<file path="config.mk">
export PLATFORM = sky130hd
export DESIGN_NAME = intfile_prio_sel
export DESIGN_NICKNAME = d
export VERILOG_FILES = /design/src/rtl/intfile_prio_sel.sv
export SDC_FILE = /design/constraint.sdc
export NUM_CORES = 2
export LEC_CHECK = 0
export ABC_CLOCK_PERIOD_IN_PS = 10590
export BUFFER_PORTS_ARGS = -buffer_cell sky130_fd_sc_hd__buf_2
export CAP_MARGIN = 10
export CORE_ASPECT_RATIO = 1.4
export CORE_MARGIN = 5
export CORE_UTILIZATION = 35
export CTS_CLUSTER_DIAMETER = 80
export DETAILED_ROUTE_END_ITERATION = 8
export GPL_TIMING_DRIVEN = 0
export PLACE_DENSITY = 0.6
export SETUP_SLACK_MARGIN = 0.3
export SYNTH_ARGS = -nofsm -noshare
export SYNTH_HDL_FRONTEND = slang
export SYNTH_SLANG_ARGS = --single-unit
</file>
<file path="constraint.sdc">
create_clock -name clk -period 10.59 [get_ports clk]
set_clock_uncertainty 0.15 [all_clocks]
set_input_delay 1.5885 -clock clk [delete_from_list [all_inputs] [get_ports clk]]
set_output_delay 1.5885 -clock clk [all_outputs]
set_load 0.02 [all_outputs]
</file>
<file path="src/rtl/intfile_prio_sel.sv">
module intfile_prio_sel #(
  parameter int NUM_IDS   = 64,
  parameter int NUM_PAGES = 4,
  localparam int IDW = (NUM_IDS > 1) ? $clog2(NUM_IDS) : 1,
  localparam int PW  = (NUM_PAGES > 1) ? $clog2(NUM_PAGES) : 1
) (
  input  logic                 clk,
  input  logic                 rst_n,
  input  logic                 set_vld,
  input  logic [PW-1:0]        set_page,
  input  logic [IDW-1:0]       set_id,
  input  logic                 set_kind,
  input  logic                 clr_vld,
  input  logic [PW-1:0]        clr_page,
  input  logic [IDW-1:0]       clr_id,
  input  logic                 clr_kind,
  input  logic                 reg_vld,
  input  logic [PW-1:0]        reg_page,
  input  logic [1:0]           reg_sel,
  input  logic [31:0]          reg_wdata,
  input  logic [31:0]          reg_wmask,
  output logic [31:0]          reg_rdata,
  output logic [NUM_PAGES-1:0] irq_o
);
  localparam int IW = 11;

  logic [NUM_PAGES-1:0][NUM_IDS-1:0] pend_q, pend_d, en_q, en_d;
  logic [NUM_PAGES-1:0][IW-1:0]      thr_q, thr_d, win;
  logic [NUM_PAGES-1:0]              dlv_q, dlv_d, irq_q;

  wire reg_ok = reg_vld && (32'(reg_page) < NUM_PAGES);
  wire set_ok = set_vld && (32'(set_page) < NUM_PAGES) && (set_id != '0) && (32'(set_id) < NUM_IDS);
  wire clr_ok = clr_vld && (32'(clr_page) < NUM_PAGES) && (clr_id != '0) && (32'(clr_id) < NUM_IDS);

  for (genvar p = 0; p < NUM_PAGES; p++) begin : g_page
    logic [31:0] lim;
    assign lim = (thr_q[p] != '0 && 32'(thr_q[p]) <= NUM_IDS) ? 32'(thr_q[p]) : NUM_IDS;

    always_comb begin
      win[p] = '0;
      for (int i = NUM_IDS - 1; i >= 1; i--)
        if (pend_q[p][i] && en_q[p][i] && (32'(i) < lim)) win[p] = IW'(i);
    end

    always_ff @(posedge clk) begin
      if (!rst_n) irq_q[p] <= 1'b0;
      else        irq_q[p] <= dlv_q[p] && (win[p] != '0);
    end
  end

  assign irq_o = irq_q;

  always_comb begin
    reg_rdata = '0;
    if (reg_ok) begin
      case (reg_sel)
        2'd0:    reg_rdata = {31'b0, dlv_q[reg_page]};
        2'd1:    reg_rdata = {{(32-IW){1'b0}}, thr_q[reg_page]};
        2'd2:    reg_rdata = {5'b0, win[reg_page], 5'b0, win[reg_page]};
        default: reg_rdata = '0;
      endcase
    end
  end

  always_comb begin
    pend_d = pend_q;
    en_d   = en_q;
    thr_d  = thr_q;
    dlv_d  = dlv_q;
    if (reg_ok) begin
      case (reg_sel)
        2'd0: dlv_d[reg_page] = (dlv_q[reg_page] & ~reg_wmask[0]) | (reg_wdata[0] & reg_wmask[0]);
        2'd1: thr_d[reg_page] = (thr_q[reg_page] & ~reg_wmask[IW-1:0]) | (reg_wdata[IW-1:0] & reg_wmask[IW-1:0]);
        2'd2: if (reg_wmask != '0 && win[reg_page] != '0) pend_d[reg_page][win[reg_page]] = 1'b0;
        default: ;
      endcase
    end
    if (clr_ok) begin
      if (clr_kind) en_d[clr_page][clr_id]   = 1'b0;
      else          pend_d[clr_page][clr_id] = 1'b0;
    end
    if (set_ok) begin
      if (set_kind) en_d[set_page][set_id]   = 1'b1;
      else          pend_d[set_page][set_id] = 1'b1;
    end
  end

  always_ff @(posedge clk) begin
    if (!rst_n) begin
      pend_q <= '0;
      en_q   <= '0;
      thr_q  <= '0;
      dlv_q  <= '0;
    end else begin
      pend_q <= pend_d;
      en_q   <= en_d;
      thr_q  <= thr_d;
      dlv_q  <= dlv_d;
    end
  end
endmodule

</file>
==> flow_metrics.tcl <==
set metrics [dict create \
    synth_area_leaders "dfxtp_1 (32%), nand2_1 (7.9%), o211ai_1 (6.4%)" \
    r2r_start "thr_q[3]" \
    worst_path_most_repeated_cell "o211ai_1" \
    dr.pass1.iters 6 \
    grt_max_degree 14 \
    synth-seq-cells 556 \
    clk_pin_slew_worst_paths_ps 70 \
    grt_use_met1_pct 51.0 \
    worstMarginPinSlew_ps 1470 \
    start_util_pct 35.2 \
    worstPathRequired_ps 8850 \
    fmax_mhz 117 \
    synth-simple-area-share_pct 24.7 \
    grt_usage_pct 45.2 \
    synth.distinct_cells 105 \
    final_max_slew_viol_count 0 \
    synthCells 4670 \
    io_pins 127 \
    yosysTopAreaCell "dfxtp_1" \
    leakage_nw 12.9 \
    die_h_um 384 \
    drive_gt1_share_pct 8.70 \
    dieArea_um2 107000 \
    avgSynthCellArea_um2 7.50 \
    synth_mux_area_share_pct 1.09 \
    layout.nets 4942 \
    netlist_area_um2 35000 \
    r2r_cells 16 \
    grt_use_met2_pct 67.8 \
    synth_top_family_by_area "compound AO/OA/AOI/OAI gates" \
    setup_viol 0 \
    dp_hpwl_mm 203 \
    totalWireLength_mm 255 \
    peakVddDrop_v 0.000160 \
    slowest_delay_ps 1000 \
    setup.worst_path.class "flip-flop to output port" \
    grt_pass1_vias 41200 \
    ctsResizeCount 0 \
    fin_tns_setup_ps 0 \
    grt_antenna_before_repair 15 \
    syn_to_final_growth_pct 12.8 \
    numCtsBuffers 67 \
    synth_flop_cell "dfxtp_1" \
    r2r_slack_ps 2700 \
    htree_num_levels 3 \
    insertion_delay_ps 650 \
    crit_path_start "thr_q[29]" \
    wl_per_cell_um 40.9 \
    drc 0 \
    status "finished clean" \
    min_path_cells 2 \
    synth_edf_count 0 \
    maxSlewHeadroom_pct 1.68 \
    period_needed_ps 8540 \
    coreArea_um2 99600 \
    avgViaCountPerCell 7.01 \
    slowest_stage "nor4_1" \
    arrival_ps 6800 \
    power_mw 5.04 \
    synth_top_area_share_pct 31.8 \
    synth_fa_ha_area_share_pct 0 \
    ctsLongestPathBuffers 3 \
    crit_chain "nor4_1, clkbuf_1, nand3_1, o211ai_1, nand2b_1, o311ai_0, a311oi_1, o211ai_1, a41o_1, a32oi_1, buf_4, o21ai_0, and3_1, buf_2" \
    fillCellCount 10600 \
    fin_crit_sh_pct 80.6 \
    hold_viol 0 \
    post-cts-setup-buffers 0 \
    yosysMostFrequentCell "nand2_1" \
    gp_congestion 1.10 \
    fin_area_um2 39500 \
    synth_compound_area_share_pct 37.3 \
    power_density_nw_per_um2 128 \
    grt_pass1_wl_mm 338 \
    top_usage_layer "met2" \
    clkSinkCount 556 \
    min_to "en_q[235]" \
    grtUsageMet3_pct 12.9 \
    hold_path_class "flip-flop to flip-flop" \
    row_count 137 \
    drtIter0Drc 6250 \
    overflow 0 \
    regToRegEndpoint "pend_q[158]" \
    cts-root-buf "clkbuf_16" \
    vias 43700 \
    async_reset_ff_share_pct 0 \
    critPathLaunchType "flip-flop" \
    synth_seq_area_share_pct 31.8 \
    ctsHoldBuffers 0 \
    cp-end-kind "output port" \
    synth_xor_area_share_pct 0 \
    synth_common_cells "nand2_1 (741), dfxtp_1 (556), o21ai_0 (410)" \
    synth_warnings 0 \
    cts_tree "built" \
    placed_area_um2 37300 \
    io_buffers 77 \
    final_antenna_net_count 0 \
    cap_violations 0 \
    die_w_um 277 \
    worstHoldStart "en_q[235]" \
    grt_setup_unrepaired "no" \
    crit_fanout 10 \
]
cells in the final DEF (no fill, tap or decap), types with 122 or more instances in the layout:
cell | netlist | final
nand2_1 | 741 | 741
nor2_1 | 240 | 237
o22ai_1 | 212 | 212
a21boi_0 | 264 | 264
nor3_1 | 244 | 243
o211ai_1 | 299 | 299
o21ai_0 | 410 | 410
dfxtp_1 | 556 | 556
a21oi_1 | 175 | 175
buf_2 | 60 | 142
clkbuf_1 | 288 | 303
nand3_1 | 122 | 122
state kept, by name (all words and copies together) (netlist names):
name    cells
en_q      252
thr_q      44
irq_o       4
pend_q    252
dlv_q       4
kinds of logic (layout without fill, tap and decap cells):
kind of cell | count (synthesis) | count (layout)
AOI/OAI and AO/OA | 1895 | 1895
and+or+nand+nor | 1773 | 1773
DFF | 556 | 556
buffers and inverters | 422 | 637
muxes | 23 | 23
other | 1 | 21
metal layers:
metal	wire, um	part of all wire, %
met5	81	0.032
met4	31800	13
met3	27700	11
met2	106000	42
met1	89100	35
how the worst max path moves through the flow:
stage / to / cells after the start
global route: reg_rdata[1] / 15
global placement: reg_rdata[1] / 13
CTS: reg_rdata[0] / 15
detailed placement: reg_rdata[0] / 15
floorplan: reg_rdata[2] / 15
finish: reg_rdata[0] / 14
final cells by class:
cell class                 instances  area (um^2)  area share (%)
antenna                            6         15.0          0.0380
multi-input combinational       3706        22200            56.2
clock buffer                      93         1920            4.85
tap                             1320         1650            4.18
inverter                          28          105           0.266
buffer                           394         1690            4.29
clock inverter                    24          231           0.586
sequential                       556        11100            28.2
timing repair buffer              98          564            1.43
critical path, delay by kind of cell, from the launching register on:
family                 cells  cell delay (ps)
AOI/OAI and AO/OA          7             2900
buffers and inverters      3             1030
DFF                        1              530
and+or+nand+nor            4             1700
stage by stage:
stage,utilization (%),cells,setup slack (ps),hold WS [ps]
finish,39.7,6225,2050,329
detailed placement,37.5,6098,2690,323
CTS,39.6,6215,2020,331
floorplan,-,4684,5110,269
global route,39.7,6220,1980,354
global placement,37.3,6081,1110,315
report_power, final:
part	switching (mW)	leakage, nW	internal [mW]	total (mW)
Combinational	0.447	7.33	0.118	0.565
Sequential	0.0198	4.48	2.10	2.12
Clock	1.03	1.05	1.32	2.36
Total	1.50	12.9	3.54	5.04
Power figures use the tool's default switching activity.
